==> src/rtl/ir_width_rx.sv <==
module ir_width_rx #(
  parameter int CNT_W = 18,
  parameter int DEPTH = 8
) (
  input  logic        clk,
  input  logic        rst_n,
  input  logic        ir_in,
  input  logic        wr_en,
  input  logic        rd_en,
  input  logic [2:0]  addr,
  input  logic [15:0] wdata,
  output logic [31:0] rdata,
  output logic        irq
);
  localparam int AW = $clog2(DEPTH);

  logic [5:0]       ctl;
  logic [15:0]      div, pre;
  logic [2:0]       ien;
  logic             s1, s2, prev;
  logic             meas, sat, tmo, ovr;
  logic [CNT_W-1:0] pw;
  logic [16:0]      mem [DEPTH];
  logic [AW-1:0]    wp, rp;
  logic [AW:0]      cnt;
  logic             push;
  logic [16:0]      pword;
  logic             unused_wbits;

  assign unused_wbits = ^wdata[15:6];

  wire rx_on   = ctl[0];
  wire fifo_on = ctl[1];
  wire rise    = s2 & ~prev;
  wire fall    = ~s2 & prev;
  wire hit     = rx_on & ((ctl[2] & fall) | (ctl[3] & rise));
  wire tick    = rx_on & meas & ~sat & (pre == 16'd0) & ~hit;
  wire ovf     = tick & (&pw);
  wire full    = cnt == (AW+1)'(DEPTH);
  wire wr_ok   = push & fifo_on & ~full;
  wire pop     = rd_en & (addr == 3'd4) & (cnt != '0);
  wire svc     = ctl[4] ? (cnt != '0) : (cnt >= (AW+1)'(DEPTH/2));

  wire [4:0] status = {svc, 1'b0, meas, ovr, tmo};

  always_comb begin
    push  = 1'b0;
    pword = '0;
    if (hit && meas && !sat) begin
      push  = 1'b1;
      pword = {prev, 16'(pw[CNT_W-1:2])};
    end else if (ovf && !ctl[5]) begin
      push  = 1'b1;
      pword = '1;
    end
  end

  always_ff @(posedge clk) begin
    if (!rst_n) begin
      ctl <= '0; div <= '0; ien <= '0;
    end else if (wr_en) begin
      case (addr)
        3'd0: ctl <= wdata[5:0];
        3'd1: div <= wdata;
        3'd3: ien <= {wdata[4], wdata[1:0]};
        default: ;
      endcase
    end
  end

  always_ff @(posedge clk) begin
    if (!rst_n) begin
      s1 <= 1'b0; s2 <= 1'b0; prev <= 1'b0;
    end else begin
      s1 <= ir_in; s2 <= s1; prev <= s2;
    end
  end

  always_ff @(posedge clk) begin
    if (!rst_n || !rx_on) begin
      meas <= 1'b0; sat <= 1'b0; tmo <= 1'b0;
      pw <= '0; pre <= div;
    end else if (hit) begin
      meas <= 1'b1; sat <= 1'b0;
      pw <= '0; pre <= div;
    end else if (tick) begin
      pre <= div;
      if (ovf) begin
        sat <= 1'b1; tmo <= 1'b1;
      end else begin
        pw <= pw + 1'b1;
      end
    end else if (meas && !sat) begin
      pre <= pre - 1'b1;
    end
  end

  always_ff @(posedge clk) begin
    if (!rst_n || !fifo_on) begin
      wp <= '0; rp <= '0; cnt <= '0; ovr <= 1'b0;
    end else begin
      if (wr_ok) wp <= (wp == AW'(DEPTH-1)) ? '0 : wp + 1'b1;
      if (pop)   rp <= (rp == AW'(DEPTH-1)) ? '0 : rp + 1'b1;
      cnt <= cnt + (AW+1)'(wr_ok) - (AW+1)'(pop);
      if (push && full) ovr <= 1'b1;
    end
  end

  always_ff @(posedge clk) begin
    if (wr_ok) mem[wp] <= pword;
  end

  always_comb begin
    case (addr)
      3'd0: rdata = {26'd0, ctl};
      3'd1: rdata = {16'd0, div};
      3'd2: rdata = {27'd0, status};
      3'd3: rdata = {27'd0, ien[2], 2'b00, ien[1:0]};
      3'd4: rdata = (cnt != '0) ? {14'd0, 1'b1, mem[rp]} : 32'd0;
      default: rdata = 32'd0;
    endcase
  end

  assign irq = (tmo & ien[0]) | (ovr & ien[1]) | (svc & ien[2]);
endmodule


==> config.mk <==
export PLATFORM = sky130hd
export DESIGN_NAME = ir_width_rx
export DESIGN_NICKNAME = d
export VERILOG_FILES = /design/src/rtl/ir_width_rx.sv
export SDC_FILE = /design/constraint.sdc
export NUM_CORES = 1
export LEC_CHECK = 0
export BUFFER_PORTS_ARGS = -buffer_cell sky130_fd_sc_hd__buf_4
export CAP_MARGIN = 20
export CELL_PAD_IN_SITES_DETAIL_PLACEMENT = 2
export CELL_PAD_IN_SITES_GLOBAL_PLACEMENT = 2
export CORE_MARGIN = 2
export CORE_UTILIZATION = 43
export CTS_CLUSTER_SIZE = 24
export DETAILED_ROUTE_END_ITERATION = 10
export GPL_TIMING_DRIVEN = 0
export PLACE_DENSITY_LB_ADDON = 0.1
export SYNTH_ARGS = -nofsm -noshare
export SYNTH_HDL_FRONTEND = slang
export SYNTH_SLANG_ARGS = --single-unit
==> constraint.sdc <==
create_clock -name clk -period 4.9 [get_ports clk]
set_clock_uncertainty 0.1 [all_clocks]
set_input_delay 0.49 -clock clk [delete_from_list [all_inputs] [get_ports clk]]
set_output_delay 0.49 -clock clk [all_outputs]
set_load 0.01 [all_outputs]
==> metrics.cfg <==
[clock_network]
cts_sinks=215
cts_resized=0
hold_buffers=0
clock-root-buffer=clkbuf_16
clk_path_buf_depth=3
cts_tree=built
h-tree-depth=1
cts_buffers=24
clkTransAtPathRegs_ns=0.06
cts_setup_buffers=0
clk_latency_ns=0.52

[die]
die_w_um=153
start_util_pct=43.7
num_rows=54
die-area_um2=23400
io_pins=57
core_area_um2=21800
die_h_um=153

[detailed_routing]
wire_per_inst_um=25.8
vias=6312
viasPerCell=5.68
drt_iter0_markers=336
wirelength_um=28700
antenna_left=0
first_pass_iters=4
drc_errors=0

[timing]
finalMaxSlewViolations=0
max_slew.worst_pin.slew_ns=1.12
final-hold-violation-count=0
slew_headroom_pct=25.2
setup_viol=0
rsz0062_at_grt=no
min_period_ns=3.76
holdWs_ns=0.0833
min_period_over_period_pct=76.7
max_freq_ghz=0.266
fin_setup_tns_ns=0

[layout]
drive_above_1_share_pct=20.0
stdcell_area_um2=11200
syn2layout_area_growth_pct=17.3
nets=854
n_fill_cell=2093
antenna_cells=0

[critical_path]
crit_type=reg2reg
worst_setup_path_end_kind=flip-flop
cp.required_ns=5.02
critical_path_arrival_ns=3.88
crit_fanout=10
crit_path_start_kind=flip-flop

[place]
io_buffers=41
gp_congestion=0.816
placed_area_um2=10300
dpl.hpwl_um=20000

[synth]
synth-seq-area-share_pct=61.1
postSynth.asyncResetShare_pct=0
yosys_most_used_dff=edfxtp_1
synth_warnings=0
synth_edf_count=152
synth.distinct_cells=62
syn-instance-count=723
synth_seq_cells=215
netlist_area_um2=9530
syn_area_per_cell_um2=13.2

[power_and_ir_drop]
p_leak_nw=4.22
ir_drop_mv=0.262
cellPowerDensity_nw_per_um2=343

[min_path]
hold_class=in2reg

[run_status]
status=complete, no violations

[job]
cap_violations=0

[global_route]
gr-total-overflow=0
grt_pass1_vias=7070
grt_pass1_wl_um=43900
grtUsageTotal_pct=24.7
antenna_found_initial=0
grt_max_degree=18

## synth_stat cells (2+ instances only)
master / count / area (um2)
or3_1: 14 / 87.6
and3b_1: 5 / 43.8
o32ai_1: 2 / 17.5
nor3_1: 5 / 25.0
a31oi_1: 2 / 12.5
nand3_1: 12 / 60.1
nor2b_1: 10 / 62.6
nand4_1: 6 / 37.5
nor4_1: 5 / 31.3
nand2b_1: 3 / 18.8
a21boi_0: 14 / 105
nor3b_1: 5 / 37.5
and2_1: 4 / 25.0
a21oi_1: 23 / 115
xnor2_1: 15 / 131
o22ai_1: 4 / 25.0
a21boi_1: 2 / 15.0
ha_1: 14 / 175
and4_1: 2 / 17.5
nor4b_1: 2 / 17.5
edfxtp_1: 152 / 4560
buf_2: 11 / 55.1
and3_1: 8 / 50.1
xor2_1: 3 / 26.3
o21ai_0: 37 / 185
dfxtp_1: 63 / 1260
nand4b_1: 7 / 61.3
clkbuf_1: 21 / 78.8
nor2_1: 56 / 210
nand2_1: 85 / 319
inv_1: 18 / 67.6
mux2i_1: 33 / 330
mux4_2: 37 / 833
nor4b_4: 2 / 47.6
buf_4: 14 / 105
## where the power goes
part | total, mW | internal [mW] | switching [mW]
Sequential | 1.95 | 1.93 | 0.0131
Clock | 1.74 | 1.02 | 0.722
Combinational | 0.143 | 0.0655 | 0.0776
## cell families after synthesis
group | count (synthesis) | share of synthesized area (%)
compound gates | 93 | 5.82
xor+xnor | 18 | 1.65
fa+ha+maj | 15 | 2.05
buf+inv | 67 | 3.41
flops | 215 | 61.1
mux | 70 | 12.2
other cells | 1 | 0.0393
simple gates | 244 | 13.7
## worst max-delay path, cell delays in order (launching register included)
cell and delay (ns):
edfxtp_1 0.44, nor3_1 0.62, and3_1 0.35, and4b_1 0.27
a21boi_2 0.20, nor4b_2 1.01, buf_6 0.25, buf_4 0.20
## final timing paths
kind	startpoint	end	slack (ns)	cells past startpoint
max	pre[6]	mem[6][3]	1.14	7
min	ir_in	s1	0.08	2
max reg2reg	pre[6]	mem[6][3]	1.14	7
min reg2reg	s1	s2	0.34	1
## layout by cell type, fill, tap and decap left out, types with 4 or more instances in the layout
cell type,Yosys,routed
a21boi_0,14,14
a21oi_1,23,23
and2_1,4,4
and3_1,8,8
and3b_1,5,5
buf_2,11,11
buf_4,14,59
buf_6,1,4
clkbuf_1,21,25
clkbuf_16,0,25
clkinv_2,0,6
conb_1,1,14
dfxtp_1,63,63
edfxtp_1,152,152
ha_1,14,14
inv_1,18,18
mux2i_1,33,33
mux4_2,37,37
nand2_1,85,85
nand3_1,12,12
nand4_1,6,6
nand4b_1,7,7
nor2_1,56,56
nor2b_1,10,10
nor3_1,5,5
nor3b_1,5,5
nor4_1,5,4
o21ai_0,37,36
o22ai_1,4,4
or3_1,14,14
xnor2_1,15,15
## layer usage
metal | GRT usage, % | up-vias | wire length (um)
li1 | - | 2855 | -
met3 | 4.25 | 39 | 1240
met2 | 43.5 | 148 | 14500
met1 | 32.4 | 3270 | 12400
met4 | 5.07 | 0 | 604
met5 | 0 | - | 0
## layout make-up
| type | count | area [um2] | share of cell area [%] |
|---|---|---|---|
| repair buffers | 53 | 484 | 4.33 |
| inverters | 19 | 71.3 | 0.638 |
| clock inverters | 10 | 71.3 | 0.638 |
| well taps | 280 | 350 | 3.13 |
| flip-flops and latches | 215 | 5830 | 52.1 |
| multi-input cells | 454 | 3440 | 30.8 |
| plain buffers | 48 | 254 | 2.27 |
| clock buffers | 32 | 682 | 6.10 |
## flip-flops by register name, summed over array words and instances (netlist names), named ones only
signal,cells
meas,1
ien,3
sat,1
pw,18
prev,1
s2,1
mem,136
div,16
s1,1
ovr,1
pre,16
cnt,4
tmo,1
rp,3
ctl,6
wp,3
## per-stage QoR
step	total power, mW	cells	setup WS [ns]	utilization (%)
3_3_place_gp	2.12	1057	-1.17	46.9
3_5_place_dp	2.13	1063	1.18	47.2
6_report	3.83	1111	1.14	51.2
2_1_floorplan	2.08	736	0.955	-
5_1_grt	3.95	1111	0.923	51.2
4_1_cts	3.87	1105	1.16	50.7
No activity file was read; power rests on OpenSTA's default activity.
